===== src/rtl/adc_sif_pkg.sv =====
package adc_sif_pkg;
  localparam int FRAME_W   = 16;
  localparam int ADDR_W    = 2;
  localparam int PAY_W     = FRAME_W - ADDR_W;
  localparam int CSEL_W    = 2;
  localparam int CAL_N     = 1 << CSEL_W;
  localparam int CNT_W     = $clog2(FRAME_W + 1);

  typedef enum logic [ADDR_W-1:0] {
    DST_NONE = 2'b00,
    DST_TEST = 2'b01,
    DST_CAL  = 2'b10,
    DST_CTRL = 2'b11
  } dst_e;

  typedef enum logic [1:0] {
    RD_RESULT = 2'b00,
    RD_TEST   = 2'b01,
    RD_CAL    = 2'b10,
    RD_STATUS = 2'b11
  } rsel_e;

  typedef struct packed {
    logic              in_mode;
    logic [2:0]        chan;
    logic [1:0]        pwr;
    rsel_e             rsel;
    logic              if_mode;
    logic              conv_go;
    logic              cal_mode;
    logic [CSEL_W-1:0] cal_sel;
    logic              cal_go;
  } ctrl_t;

  localparam logic [1:0] STATUS_TAG = 2'b01;
endpackage


===== src/rtl/adc_sif_sync.sv =====
module adc_sif_sync #(
  parameter int STAGES = 2
) (
  input  logic clk,
  input  logic rst_n,
  input  logic sclk,
  input  logic sync_n,
  input  logic din,
  output logic sclk_rise,
  output logic sclk_fall,
  output logic frame_start,
  output logic frame_active,
  output logic din_s
);
  localparam int LAST = STAGES - 1;

  logic [STAGES-1:0] sclk_p, sync_p, din_p;
  logic              sclk_l, sync_l;

  always_ff @(posedge clk or negedge rst_n) begin
    if (!rst_n) begin
      sclk_p <= '1;
      sync_p <= '1;
      din_p  <= '0;
      sclk_l <= 1'b1;
      sync_l <= 1'b1;
    end else begin
      sclk_p[0] <= sclk;
      sync_p[0] <= sync_n;
      din_p[0]  <= din;
      for (int i = 1; i < STAGES; i++) begin
        sclk_p[i] <= sclk_p[i-1];
        sync_p[i] <= sync_p[i-1];
        din_p[i]  <= din_p[i-1];
      end
      sclk_l <= sclk_p[LAST];
      sync_l <= sync_p[LAST];
    end
  end

  assign sclk_rise    = sclk_p[LAST] & ~sclk_l;
  assign sclk_fall    = ~sclk_p[LAST] & sclk_l;
  assign frame_active = ~sync_p[LAST];
  assign frame_start  = sync_l & ~sync_p[LAST];
  assign din_s        = din_p[LAST];
endmodule


===== src/rtl/adc_sif_shift.sv =====
module adc_sif_shift
  import adc_sif_pkg::*;
(
  input  logic               clk,
  input  logic               rst_n,
  input  logic               sclk_rise,
  input  logic               sclk_fall,
  input  logic               frame_start,
  input  logic               frame_active,
  input  logic               din_s,
  input  logic [FRAME_W-1:0] load_word,
  output logic               dout,
  output logic [FRAME_W-1:0] rx_word,
  output logic               frame_done
);
  logic [FRAME_W-1:0] tx_q;
  logic [CNT_W-1:0]   cnt_q;
  logic               room;

  assign room = (cnt_q < CNT_W'(FRAME_W));

  always_ff @(posedge clk or negedge rst_n) begin
    if (!rst_n) begin
      tx_q       <= '0;
      rx_word    <= '0;
      cnt_q      <= '0;
      frame_done <= 1'b0;
    end else begin
      frame_done <= 1'b0;
      if (frame_start) begin
        tx_q  <= load_word;
        cnt_q <= '0;
      end else if (frame_active) begin
        if (sclk_rise && room) begin
          rx_word    <= {rx_word[FRAME_W-2:0], din_s};
          cnt_q      <= cnt_q + 1'b1;
          frame_done <= (cnt_q == CNT_W'(FRAME_W - 1));
        end
        if (sclk_fall && room && (cnt_q != '0)) begin
          tx_q <= {tx_q[FRAME_W-2:0], 1'b0};
        end
      end
    end
  end

  assign dout = tx_q[FRAME_W-1];
endmodule


===== src/rtl/adc_sif_regs.sv =====
module adc_sif_regs
  import adc_sif_pkg::*;
#(
  parameter int RES_W = 12
) (
  input  logic                   clk,
  input  logic                   rst_n,
  input  logic                   commit,
  input  logic [FRAME_W-1:0]     rx_word,
  input  logic                   conv_done,
  input  logic                   cal_done,
  input  logic [RES_W-1:0]       adc_result,
  output ctrl_t                  ctrl_q,
  output logic [PAY_W-1:0]       test_q,
  output logic [CAL_N*PAY_W-1:0] cal_flat,
  output logic [FRAME_W-1:0]     rd_word,
  output logic                   ctrl_wr
);
  localparam int PAD_W = FRAME_W - RES_W;

  dst_e             dst;
  logic [PAY_W-1:0] payload;
  logic             test_wr, cal_wr;
  logic [RES_W-1:0] result_q;
  logic [PAY_W-1:0] cal_r [CAL_N];

  assign dst     = dst_e'(rx_word[FRAME_W-1 -: ADDR_W]);
  assign payload = rx_word[PAY_W-1:0];
  assign ctrl_wr = commit && (dst == DST_CTRL);
  assign test_wr = commit && (dst == DST_TEST);
  assign cal_wr  = commit && (dst == DST_CAL) && !ctrl_q.cal_go;

  always_ff @(posedge clk or negedge rst_n) begin
    if (!rst_n) begin
      ctrl_q <= '0;
    end else if (ctrl_wr) begin
      ctrl_q <= ctrl_t'(payload);
    end else begin
      if (commit)    ctrl_q.if_mode <= 1'b0;
      if (conv_done) ctrl_q.conv_go <= 1'b0;
      if (cal_done)  ctrl_q.cal_go  <= 1'b0;
    end
  end

  always_ff @(posedge clk or negedge rst_n) begin
    if (!rst_n)       test_q <= '0;
    else if (test_wr) test_q <= payload;
  end

  always_ff @(posedge clk or negedge rst_n) begin
    if (!rst_n)         result_q <= '0;
    else if (conv_done) result_q <= adc_result;
  end

  for (genvar g = 0; g < CAL_N; g++) begin : g_cal
    always_ff @(posedge clk or negedge rst_n) begin
      if (!rst_n)
        cal_r[g] <= '0;
      else if (cal_wr && (ctrl_q.cal_sel == CSEL_W'(g)))
        cal_r[g] <= payload;
    end
    assign cal_flat[g*PAY_W +: PAY_W] = cal_r[g];
  end

  always_comb begin
    unique case (ctrl_q.rsel)
      RD_RESULT: rd_word = {{PAD_W{1'b0}}, result_q};
      RD_TEST:   rd_word = {{ADDR_W{1'b0}}, test_q};
      RD_CAL:    rd_word = ctrl_q.cal_go ? '0
                                         : {{ADDR_W{1'b0}}, cal_r[ctrl_q.cal_sel]};
      default:   rd_word = {STATUS_TAG, PAY_W'(ctrl_q)};
    endcase
  end
endmodule


===== src/rtl/adc_serial_regif.sv =====
module adc_serial_regif
  import adc_sif_pkg::*;
#(
  parameter int RES_W       = 12,
  parameter int SYNC_STAGES = 2
) (
  input  logic                   clk,
  input  logic                   rst_n,
  input  logic                   sclk,
  input  logic                   sync_n,
  input  logic                   din,
  output logic                   dout,
  output logic                   dout_oe,
  input  logic [RES_W-1:0]       adc_result,
  input  logic                   conv_done,
  input  logic                   cal_done,
  output logic [PAY_W-1:0]       ctrl_word,
  output logic [PAY_W-1:0]       test_word,
  output logic [CAL_N*PAY_W-1:0] cal_coefs
);
  logic               sclk_rise, sclk_fall, frame_start, frame_active, din_s;
  logic [FRAME_W-1:0] rx_word, rd_word;
  logic               frame_done, ctrl_wr;
  ctrl_t              ctrl_q;

  adc_sif_sync #(.STAGES(SYNC_STAGES)) i_sync (
    .clk          (clk),
    .rst_n        (rst_n),
    .sclk         (sclk),
    .sync_n       (sync_n),
    .din          (din),
    .sclk_rise    (sclk_rise),
    .sclk_fall    (sclk_fall),
    .frame_start  (frame_start),
    .frame_active (frame_active),
    .din_s        (din_s)
  );

  adc_sif_shift i_shift (
    .clk          (clk),
    .rst_n        (rst_n),
    .sclk_rise    (sclk_rise),
    .sclk_fall    (sclk_fall),
    .frame_start  (frame_start),
    .frame_active (frame_active),
    .din_s        (din_s),
    .load_word    (rd_word),
    .dout         (dout),
    .rx_word      (rx_word),
    .frame_done   (frame_done)
  );

  adc_sif_regs #(.RES_W(RES_W)) i_regs (
    .clk        (clk),
    .rst_n      (rst_n),
    .commit     (frame_done),
    .rx_word    (rx_word),
    .conv_done  (conv_done),
    .cal_done   (cal_done),
    .adc_result (adc_result),
    .ctrl_q     (ctrl_q),
    .test_q     (test_word),
    .cal_flat   (cal_coefs),
    .rd_word    (rd_word),
    .ctrl_wr    (ctrl_wr)
  );

  assign dout_oe   = frame_active;
  assign ctrl_word = PAY_W'(ctrl_q);
endmodule


===== config.mk =====
export PLATFORM = sky130hd
export DESIGN_NAME = adc_serial_regif
export DESIGN_NICKNAME = d
export VERILOG_FILES = /design/src/rtl/adc_sif_pkg.sv /design/src/rtl/adc_sif_sync.sv /design/src/rtl/adc_sif_shift.sv /design/src/rtl/adc_sif_regs.sv /design/src/rtl/adc_serial_regif.sv
export SDC_FILE = /design/constraint.sdc
export NUM_CORES = 1
export LEC_CHECK = 0
export BUFFER_PORTS_ARGS = -buffer_cell sky130_fd_sc_hd__buf_2
export CORE_UTILIZATION = 60
export CTS_CLUSTER_DIAMETER = 100
export DETAILED_ROUTE_END_ITERATION = 16
export HOLD_SLACK_MARGIN = 0.08
export PLACE_DENSITY = 0.94
export SLEW_MARGIN = 5
export SYNTH_ARGS = -nofsm -noshare
export SYNTH_HDL_FRONTEND = slang
export SYNTH_SLANG_ARGS = --single-unit

===== constraint.sdc =====
create_clock -name clk -period 4.2 [get_ports clk]
set_input_delay 0.42 -clock clk [delete_from_list [all_inputs] [get_ports clk]]
set_output_delay 0.42 -clock clk [all_outputs]
set_load 0.03 [all_outputs]

; After elaboration in Yosys (flattened, before gate mapping)
; Index checks and enable logic that the tools add are counted.
[totals]
register_bits = 142
in_bits = 19
output_inout_bits = 86
wordCells = 87
[op_classes]
add_sub_neg = 1
order_cmp = 2
eq_ne = 10
mux = 19
bitwise = 8
n_reduce_logical = 23
[ops]
columns = operator, count
row1 = two-way mux 16 bit, 3
row2 = case mux 16 bit (3 select lines), 1
row3 = two-way mux 14 bit, 3
row4 = binary-select mux 14 bit (select 2 bit), 1
row5 = two-way mux 5 bit, 3
row6 = logical AND 1 bit, 11
row7 = "equality test 2 bit, second input constant", 5
row8 = nonzero test 2 bit, 5
row9 = two-way mux 1 bit, 7
row10 = "equality test 2 x 1 -> 1 bit, second input constant", 3
row11 = "adder 5 x 1 -> 5 bit, second input constant", 1
row12 = "equality test 5 x 4 -> 1 bit, second input constant", 1
row13 = "< comparator 5 bit, second input constant", 1
row14 = nonzero test 5 bit, 1
row15 = logical NOT 2 bit, 2
row16 = inverter 1 bit, 4
row17 = AND reduction 2 bit, 2
row18 = AND 1 bit, 3
row19 = ">= comparator 3 bit, second input constant", 1
row20 = inverter 2 -> 3 bit, 1
row21 = AND reduction 3 bit, 1
row22 = two-way mux 2 bit, 1
row23 = "!= test 2 bit, second input constant", 1
row24 = logical NOT 1 bit, 1

; Longest topological paths before layout
; Gate-level depths: netlist (run 1).
[depth]
ltp_word = 7
depth_mapped = 6

; Modules after synthesis
; A second synthesis (run 1) with hierarchy kept.
[unflattened]
cells_unflattened = 499
area_unflattened_um2 = 6477.5
[modules_own_cells]
columns = module, n_inst, cells_each, area_each_um2
row1 = adc_sif_regs, 1, 329, 4372.9
row2 = adc_sif_shift, 1, 158, 1871.8
row3 = adc_sif_sync, 1, 12, 232.7

; Least setup slack after synthesis (run 1)
; Ideal clock, no wire load.
[synth_timing]
path_kind = reg2reg
startpoint = register i_sync.sclk_p[1]
endpoint = register i_shift.rx_word[10]
setup_ns = 0.125
arrival_ns = 1.793
required_ns = 4.075
slack_ns = 2.282
stages_incl_launch_ff = 5
path_buffers = 1
path_cell_list = dfstp_2 > or4b_2 > nor2_2 > buf_4 > mux2_2
[synth_between]
elab_chain_cells = 3
[synth_rtl]
columns = item, line
row1 = from (decl), adc_sif_sync.sv:17  ; logic [STAGES-1:0] sclk_p, sync_p, din_p;
row2 = "from (signal, indexed assignment)", adc_sif_sync.sv:32  ; sclk_p[i] <= sclk_p[i-1];
row3 = AND 1 bit, adc_sif_sync.sv:41  ; assign sclk_rise = sclk_p[LAST] & ~sclk_l;
row4 = logical AND 1 bit, adc_sif_shift.sv:34  ; if (sclk_rise && room) begin
row5 = AND reduction 3 bit (no line), -
row6 = to (signal assigned), adc_sif_shift.sv:35  ; rx_word <= {rx_word[FRAME_W-2:0], din_s};
row7 = to (decl), adc_sif_shift.sv:13  ; output logic [FRAME_W-1:0] rx_word,
; Every way passes these cells.
; A chain may end at the register's enable or synchronous reset.

; Worst setup path after layout (run 1)
[layout_timing]
startpoint = register i_regs.ctrl_q[0] (netlist name)
endpoint = register i_regs.cal_r, in the netlist i_regs.cal_flat[5]
[layout_between]
elab_chain_cells = 3
[layout_rtl]
columns = item, line
row1 = logical NOT 1 bit, adc_sif_regs.sv:31  ; assign cal_wr = commit && (dst == DST_CAL) && !ctrl_q.cal_go;
row2 = logical AND 1 bit, adc_sif_regs.sv:31
row3 = logical AND 1 bit, adc_sif_regs.sv:59  ; else if (cal_wr && (ctrl_q.cal_sel == CSEL_W'(g)))
row4 = "to (signal, indexed assignment)", adc_sif_regs.sv:60  ; cal_r[g] <= payload;
row5 = to (decl), adc_sif_regs.sv:25  ; logic [PAY_W-1:0] cal_r [CAL_N];
; Every way passes these cells.

==> results of run 1 <==
-- worst register-to-register path, cell delays in order, from the launching register on --
cell     delay [ps]
dfrtp_1         500
nor3_1          440
nor3b_2        1090
mux2_2          450
-- synth_stat cells, types with 4 or more instances --
master | n | area (µm²)
o221ai_1 | 12 | 105
o22ai_1 | 4 | 25.0
a211o_1 | 9 | 78.8
nand3_1 | 4 | 20.0
inv_1 | 10 | 37.5
o2111ai_1 | 9 | 78.8
dfrtp_1 | 136 | 3400
nand3b_1 | 5 | 37.5
mux2_2 | 106 | 1190
mux2i_1 | 42 | 420
nor2_1 | 12 | 45.0
nor2b_1 | 11 | 68.8
buf_2 | 4 | 20.0
o21ai_0 | 13 | 65.1
clkbuf_1 | 16 | 60.1
o21ai_1 | 7 | 35.0
dfstp_2 | 6 | 158
nand2_1 | 12 | 45.0
-- layer usage --
layer  track usage (%)  share of wire [%]  up-vias
li1                  -                  -     1896
met1              38.5                 38     2270
met2              51.1                 50      261
met3              8.56                7.3       70
met4              17.1                4.9        0
met5                 0                  0        -
-- state kept, by name, summed over array words and instances (netlist names), 2 cells and up --
register / cells
i_sync.din_p: 2
i_sync.sclk_p: 2
i_regs.cal_flat: 56
i_shift.rx_word: 16
i_shift.tx_q: 16
i_shift.cnt_q: 5
i_regs.test_q: 14
i_regs.result_q: 12
i_sync.sync_p: 2
i_regs.ctrl_q: 14
-- cell type report --
cell class	count	share of cell area, %
Clock buffer	22	6.07
Timing Repair Buffer	112	7.99
Tap cell	133	2.23
Multi-Input combinational cell	279	33.4
Clock inverter	10	2.14
Inverter	10	0.503
Sequential cell	142	47.7
-- where the power goes --
| group | internal [W] | switching [W] |
|---|---|---|
| logic | 0.0000791 | 0.0000990 |
| registers | 0.00143 | 0.0000699 |
| clock network | 0.000997 | 0.000584 |
| total | 0.00251 | 0.000753 |
-- layout by cell type, fill, tap and decap left out, drive strengths merged, types with 11 or more instances in the layout --
| cell | n |
|---|---|
| clkbuf | 22 |
| o21ai | 20 |
| nand2 | 12 |
| nor2b | 11 |
| mux2i | 42 |
| nor2 | 13 |
| inv | 11 |
| mux2 | 106 |
| o221ai | 12 |
| buf | 108 |
| dfrtp | 136 |
-- cell families (layout without fill, tap and decap cells) --
kind of cell / after synthesis / in the layout / synth area share [%]
and+or+nand+nor: 60 / 60 / 5.46
muxes: 148 / 148 / 26.0
buffers and inverters: 37 / 154 / 2.62
adders and majority gates: 3 / 3 / 0.604
DFF: 142 / 142 / 57.3
xor gates and xnor gates: 1 / 1 / 0.141
AOI/OAI and AO/OA: 67 / 67 / 7.93
-- stage by stage --
| step | setup WS, ps | hold slack, ps | area (µm²) |
|---|---|---|---|
| after detailed placement | 1760 | 347 | 6810 |
| final | 1600 | 118 | 7470 |
| after CTS | 1650 | 108 | 7470 |
| after floorplan | 2280 | 124 | 6220 |
| after global placement | 1810 | 348 | 6810 |
| after global routing | 1520 | 110 | 7470 |
-- worst max path at each step --
stage	start	cells after the start	endpoint
6_report	i_regs.ctrl_q[0]	3	i_regs.cal_flat[5]
2_1_floorplan	i_sync.sclk_p[1]	4	i_shift.rx_word[10]
5_1_grt	i_regs.ctrl_q[0]	3	i_regs.cal_flat[5]
4_1_cts	i_regs.ctrl_q[0]	3	i_regs.cal_flat[5]
3_3_place_gp	i_sync.sclk_p[1]	3	i_shift.rx_word[8]
3_5_place_dp	i_sync.sclk_p[1]	3	i_shift.rx_word[13]
==> results.txt, run 1 <==
- The initial antenna violation count is 0.
* Number of post-CTS setup repair buffers: 0
* Nets: 584
- Endpoint of the worst register-to-register path: i_regs.cal_flat[5]
- Number of buffers created by CTS: 17
- In this run the count of I/O pins placed on the die edge is 105.
* Sequential element share of the synthesized area: between 50% and 60%
- Synthesis inferred 142 register bits.
- Input and output buffers added on the ports amount to 104.
- Measured in cells, the most critical reg-to-reg path has a length of 3.
* Internal reg-to-reg setup slack: 1600 ps
- Area Growth Syn to Fin: 20.1%
* First DRT Iteration DRCs: about 370
- Maximum fanout along the worst path: 14
* Final estimated routing congestion in global placement: roughly 0.84
- The longest clock path from root to sink contains 2 buffers.
- The largest single stage delay on the critical path is ~1100 ps.
- Non-filler instance count after layout: 708
* Final Core Density: 75.4%
* Floorplan die area: roughly 0.011 mm²
- Along the worst hold path, the cell count comes to 2.
- The number of nets handed over by synthesis was 480.
* Slew at the pin closest to its max-slew limit: roughly 1300 ps
* Floorplan die height: 104 µm
* Multi-input gate area: 0.00249 mm²
- The worst hold path begins at adc_result[8].
* CP startpoint kind: register
* Critical path buffer and inverter count: 0
- Grouping stages by cell kind, the critical path spends the most delay in simple AND/OR/NAND/NOR gates.
- Number of enable-type register cells in the synthesized netlist: 0
- Mapped Avg Cell Area: about 14 µm²
- Sum of internal, switching and leakage power: around 0.0033 W
* Crit-path cells: nor3_1 > nor3b_2 > mux2_2
- Yosys printed 0 warnings.
- For this design the ratio of total power to cell area is about 440 mW/mm².
* # placed instances: roughly 670
- Data on the critical path is required at its endpoint by 4610 ps.
- TritonCTS built the clock tree.
* Maximum clock rate: 384 MHz
* Htree depth: 4
* Most common flop cell mapped by yosys: dfrtp_1
- GR Overflow Total: 0
* Average via count per standard cell: roughly 6.4
- Mapped Cells: 458
- 1st-pass router iterations: 5
* Fraction of layout instances using a drive strength above 1: between 40% and 50%
* Number of pins exceeding their max-slew limit in the final report: 0
- Entering global routing, the biggest net connects about 110 pins.
* Wire length of the first global-routing pass: 25.5 mm
- VDD sags by at most roughly 0.26 mV.
* Relative max-transition margin: between 10 and 15%
- Tcrit/Tclk final: just over 60%
- The number of hold-slack violations in the final timing report came to 0.
- Number of global-route vias before repair: ~4700
* Sequential cell area: about 0.0036 mm²
- In this run, post-CTS repair resized a total of 0 instances.
* Post-detail-place hpwl: 10.1 mm
- Post-Synthesis Cell Area: 0.00622 mm²
- Distinct cells, synth: 45
* Startpoint of the most critical register-to-register path: i_regs.ctrl_q[0]
- Worst-path cell with the longest stage delay: nor3b_2
- STA classifies the critical path endpoint as a register.
* RSZ-0062 raised after global routing: no
* Combined global-route utilization of all metal layers: between 30% and 40%
- The count of nets left with antenna violations once routing finished came out at 0.
* Placeable core area: roughly 0.01 mm²
- Final antenna diode count: 0
- Filler instances: between 600 and 700
* Path type of the worst min-delay path: primary input to register
- After floorplanning, the core was divided into 36 placement rows.
* Post-detailed-route DRC marker count: 0
- For hold timing, the worst endpoint is i_regs.result_q[8].
* Static leakage: roughly 3.7 nW
- Cts-stage hold buffer count: 4
- Clock-pin slew on the worst setup and hold paths: 60 ps
* Clock Root Buffer: clkbuf_8
* Number of maximum-capacitance constraint violations: 0
- Number of vias after detailed routing: roughly 4500
* Ys async rst share: 100%
- The smallest clock period supported by the final layout is computed as ~2600 ps.
* Clock sink count: roughly 140
- Clock tree skew after final layout: between 8 and 9 ps
- Status: finished clean
- The die is a little over 100 µm wide.
- The clock reaches the later pin of the worst-skew pair after 540 ps.
* Total Negative Setup Slacks: 0 ps
* Avg WL per Cell: 23.0 µm
* Starting density of the core: 62.7%
* Worst Path Class, Setup: register to register
- Crit path DAT: 3010 ps
* Number of setup violations in the final report: 0
* Post-Route WL: 16.3 mm
Power figures use the tool's default switching activity.
==> run 2: changes to the inputs <==
--- a/config.mk
+++ b/config.mk
@@ -5,12 +5,13 @@
 export SDC_FILE = /design/constraint.sdc
 export NUM_CORES = 1
 export LEC_CHECK = 0
+export ABC_AREA = 1
 export BUFFER_PORTS_ARGS = -buffer_cell sky130_fd_sc_hd__buf_2
-export CORE_UTILIZATION = 60
+export CORE_UTILIZATION = 56
 export CTS_CLUSTER_DIAMETER = 100
 export DETAILED_ROUTE_END_ITERATION = 16
 export HOLD_SLACK_MARGIN = 0.08
-export PLACE_DENSITY = 0.94
+export PLACE_DENSITY = 0.89
 export SLEW_MARGIN = 5
 export SYNTH_ARGS = -nofsm -noshare
 export SYNTH_HDL_FRONTEND = slang
==> constraint.sdc (replaced) <==
create_clock -name clk -period 2.7 [get_ports clk]
set_input_delay 0.27 -clock clk [delete_from_list [all_inputs] [get_ports clk]]
set_output_delay 0.27 -clock clk [all_outputs]
set_load 0.03 [all_outputs]
==> results.txt, run 2 <==
* 1st-pass router iterations: 5
- Maximum clock rate: between 400 and 500 MHz
- Time the worst path needs with I/O delays and setup: between 2000 and 2500 ps
- Worst-path cell with the longest stage delay: dfrtp_1
- Maximum fanout along the worst path: 28
- Floorplan die area: 0.0118 mm²
- Entering global routing, the biggest net connects 66 pins.
- Yosys Warn Count: 0
- In this run, synthesis inferred 0 flip-flops with an integrated enable.
- Initial antenna violation count: 0
* Distinct cells, synth: 32
- Static leakage: 3.88 nW
- Largest register FFs: 56
- In this run the mean area of a mapped cell was between 8 and 9 µm².
- Counting both buffers and inverters, the worst setup path holds a total of 1.
- Once detailed placement completed, the half-perimeter wirelength came to between 10 and 15 mm.
- Measured along the x axis, the die boundary spans roughly 110 µm.
- Relative max-transition margin: roughly half
- Cells fill 70.4% of the core in the end.
- Summing the areas of all and, or, nand and nor instances in the mapped netlist gives between 20% and 30% of the synthesized area.
- The synthesized netlist devotes less than 1% of its cell area to adder and majority cells.
* Power per Cell Area: 674 mW/mm²
- In this run, the combinational gates consume slightly below 6% of the power.
* Status: finished clean
- Post-Synthesis Cell Area: 0.00636 mm²
- Final non-filler cell area: 0.00770 mm²
- Wire segments on met2 add up to about 8 mm in the final route.
* Top Layer Used: met4
- The count of buffers added on input and output ports is about 100.
- Internal power comes to about 0.0041 W.
- Total Negative Setup Slacks: 0 ps
- Wl on met1: between 7 and 8 mm
- At the worst endpoint, the required time is between 2000 and 3000 ps.
- The tightest hold path in the finished design has a slack of 85.8 ps.
- The filler cells instantiated in the layout total roughly 800.
* Floorplan die height: between 100 and 150 µm
* Clk pwr share: between 50% and 60%
- On the worst path, the slowest cell contributes a delay of ~700 ps.
- Worst Path Class, Setup: register to register
- Kind of end point of the critical path: register
- The synthesized netlist devotes approximately 15% of its cell area to compound gates.
- Final hold viol count: 0
- The cell sitting at the root of the clock tree is a clkbuf_16.
- Number of pins exceeding their max-slew limit in the final report: 0
- Sequential cells burn 43.4% of the power.
- Area Growth Syn to Fin: 21.2%
- In the routed design, unresolved DRC markers number 0.
* Dpl ws: slightly below 800 ps
* Crit-path cells: inv_2 > nor2_8 > nand3_4 > nand2_1 > o21ai_2
- Setup repair after global routing left no endpoint under its margin.
* Number of maximum-capacitance constraint violations: 0
* Most numerous cell in the Yosys netlist: nand2_1
* Final antenna diode count: 0
* Wire length of the first global-routing pass: between 20 and 30 mm
- Pin placement for this block handled between 100 and 150 I/O pins.
- Ys async rst share: 100%
- Starting density of the core: about three fifths
- Maximum vdd drop: around 0.38 mV
- Summing the areas of all xor and xnor instances in the mapped netlist gives 0% of the synthesized area.
- In the synthesized netlist the dominant register cell turns out to be dfrtp_1.
* Antenna Nets Post-Route: 0
- Clock-pin slew on the worst setup and hold paths: about 60 ps
- Gates resized, CTS repair: 0
- In the synthesized netlist, the number of instances is approximately 740.
- Fraction of synthesized area in multiplexers: 0%
- The longest clock path from root to sink contains 2 buffers.
- Number of global-route vias before repair: between 5000 and 6000
- Net switching is between 20% and 30% of the power.
* Combined global-route utilization of all metal layers: ~32%
* NetSw: around 0.0011 W
- Register bit count reported by yosys: around 140
* Clock tree skew after final layout: around 7.0 ps
* Post-Route WL: 17.8 mm
- The floorplan step defined a core boundary enclosing approximately 0.011 mm².
- GR Overflow Total: 0
* Average via count per standard cell: about 5.7
- Final estimated routing congestion in global placement: around 0.86
- The clock tree synthesis step divided the H-tree into 4 levels.
- Commonest cells after routing, fill and taps aside: nand2_1, dfrtp_1, buf_2
- In the final layout, the share of cells above drive strength 1 is approximately 20%.
- Summing all placed instances gives a cell area of slightly below 0.007 mm².
* Yosys top cell area share: between 50% and 60%
- Data arrives at the worst endpoint at about 2400 ps.
- Metal3 WL: ~1.7 mm
* First DRT Iteration DRCs: 602
* Slew at the pin closest to its max-slew limit: between 700 and 800 ps
- TritonCTS built the clock tree.
- After detailed routing, the average wire length per cell comes to around 18 µm.
- The library cell used most frequently in the layout, excluding fill and tap cells, is nand2_1.
- Path type of the worst min-delay path: primary input to register
- Least setup slack across all paths after layout: ~640 ps
- Clock sink count: around 140
- Leading post-synthesis cells by instance count: nand2_1, dfrtp_1, o21ai_0
- Dominant combinational cell family by area after synthesis: simple AND/OR/NAND/NOR gates
- STA classifies the critical path startpoint as a register.
* Nets: between 800 and 900
- Ranked by total cell area, the synthesized netlist is headed by dfrtp_1, nand2_1, o21ai_0, inv_1, o21ai_1.
- Number of vias after detailed routing: 5680
- Row generation in the floorplan step produced 38 rows.
- Number of setup violations in the final report: 0
* Clock latency on the worst-skew pair: 410 ps
* Number of buffers created by CTS: 17
- Internal reg-to-reg setup slack: between 600 and 700 ps
* Synthesized netlist net count: 758
- Tcrit/Tclk final: 76.4%
- Top Family by Delay on Critical Path: simple AND/OR/NAND/NOR gates
- Sequential element share of the synthesized area: between 50% and 60%
- Of all cell types, the one taking the most synthesized area is dfrtp_1.
run 2: cell count changes after synthesis, moves of 11 or more:
| cell | before | now |
|---|---|---|
| o221ai_1 | 12 | 0 |
| o21ai_1 | 7 | 32 |
| inv_1 | 10 | 46 |
| nor2_1 | 12 | 31 |
| o21a_1 | 0 | 11 |
| mux2_2 | 106 | 0 |
| mux2i_1 | 42 | 0 |
| a21oi_1 | 3 | 15 |
| nor2b_1 | 11 | 0 |
| nand2_1 | 12 | 267 |
| o21ai_0 | 13 | 97 |
run 2: kinds of logic after synthesis:
family                     Yosys count
DFF                                142
AOI/OAI and AO/OA                  170
adders and majority gates            3
and+or+nand+nor                    336
buffers and inverters               85
run 2: metrics by stage:
stage          cells  total power (W)
6_report         997          0.00519
3_5_place_dp     953          0.00257
2_1_floorplan    736          0.00243
3_3_place_gp     953          0.00256
4_1_cts          997          0.00520
5_1_grt          997          0.00534
run 2: what timing repair did:
action / in CTS / in global routing
endpoints found under the hold margin: 56 / 0
setup buffers: 0 / 0
hold buffers: 14 / 0
run 2: path summary, 6_finish.rpt:
| kind | to | cells after the start | startpoint |
|---|---|---|---|
| min in group asynchronous | i_regs.cal_flat[11] | 2 | rst_n |
| setup / recovery | i_regs.cal_flat[35] | 5 | i_regs.ctrl_q[2] |
| setup reg to reg | i_regs.cal_flat[35] | 5 | i_regs.ctrl_q[2] |
| hold / removal | i_regs.result_q[0] | 3 | adc_result[0] |
| hold reg to reg | i_sync.din_p[1] | 0 | i_sync.din_p[0] |
| max in group asynchronous | i_sync.sclk_l | 3 | rst_n |
run 2: worst register-to-register path, delay by kind of cell, from the launching register on:
kind	cells	cell delay (ps)
compound gates	1	70
buf+inv	1	350
flops	1	720
simple gates	3	800
run 2: final cells by class:
type                    instances  area [µm²]  area share, %
well taps                     140         175           2.27
clock inverters                11         215           2.79
flip-flops and latches        142        3560           46.2
multi-input cells             509        2390           31.0
clock buffers                  19         443           5.75
repair buffers                125         732           9.50
inverters                      51         191           2.48
run 2: power by group through the flow:
stage / clock network [W] / logic, W / registers (W)
6_report: 0.00263 / 0.000305 / 0.00226
5_1_grt: 0.00274 / 0.000339 / 0.00226
4_1_cts: 0.00264 / 0.000301 / 0.00225
3_5_place_dp: 0 / 0.000282 / 0.00229
3_3_place_gp: 0 / 0.000273 / 0.00229
2_1_floorplan: 0 / 0.000146 / 0.00228
run 2: metal layers:
layer | GRT usage (%) | vias up
li1 | - | 2604
met1 | 41.6 | 2713
met3 | 9.52 | 51
met2 | 49.5 | 312
met5 | 0 | -
met4 | 15.4 | 0
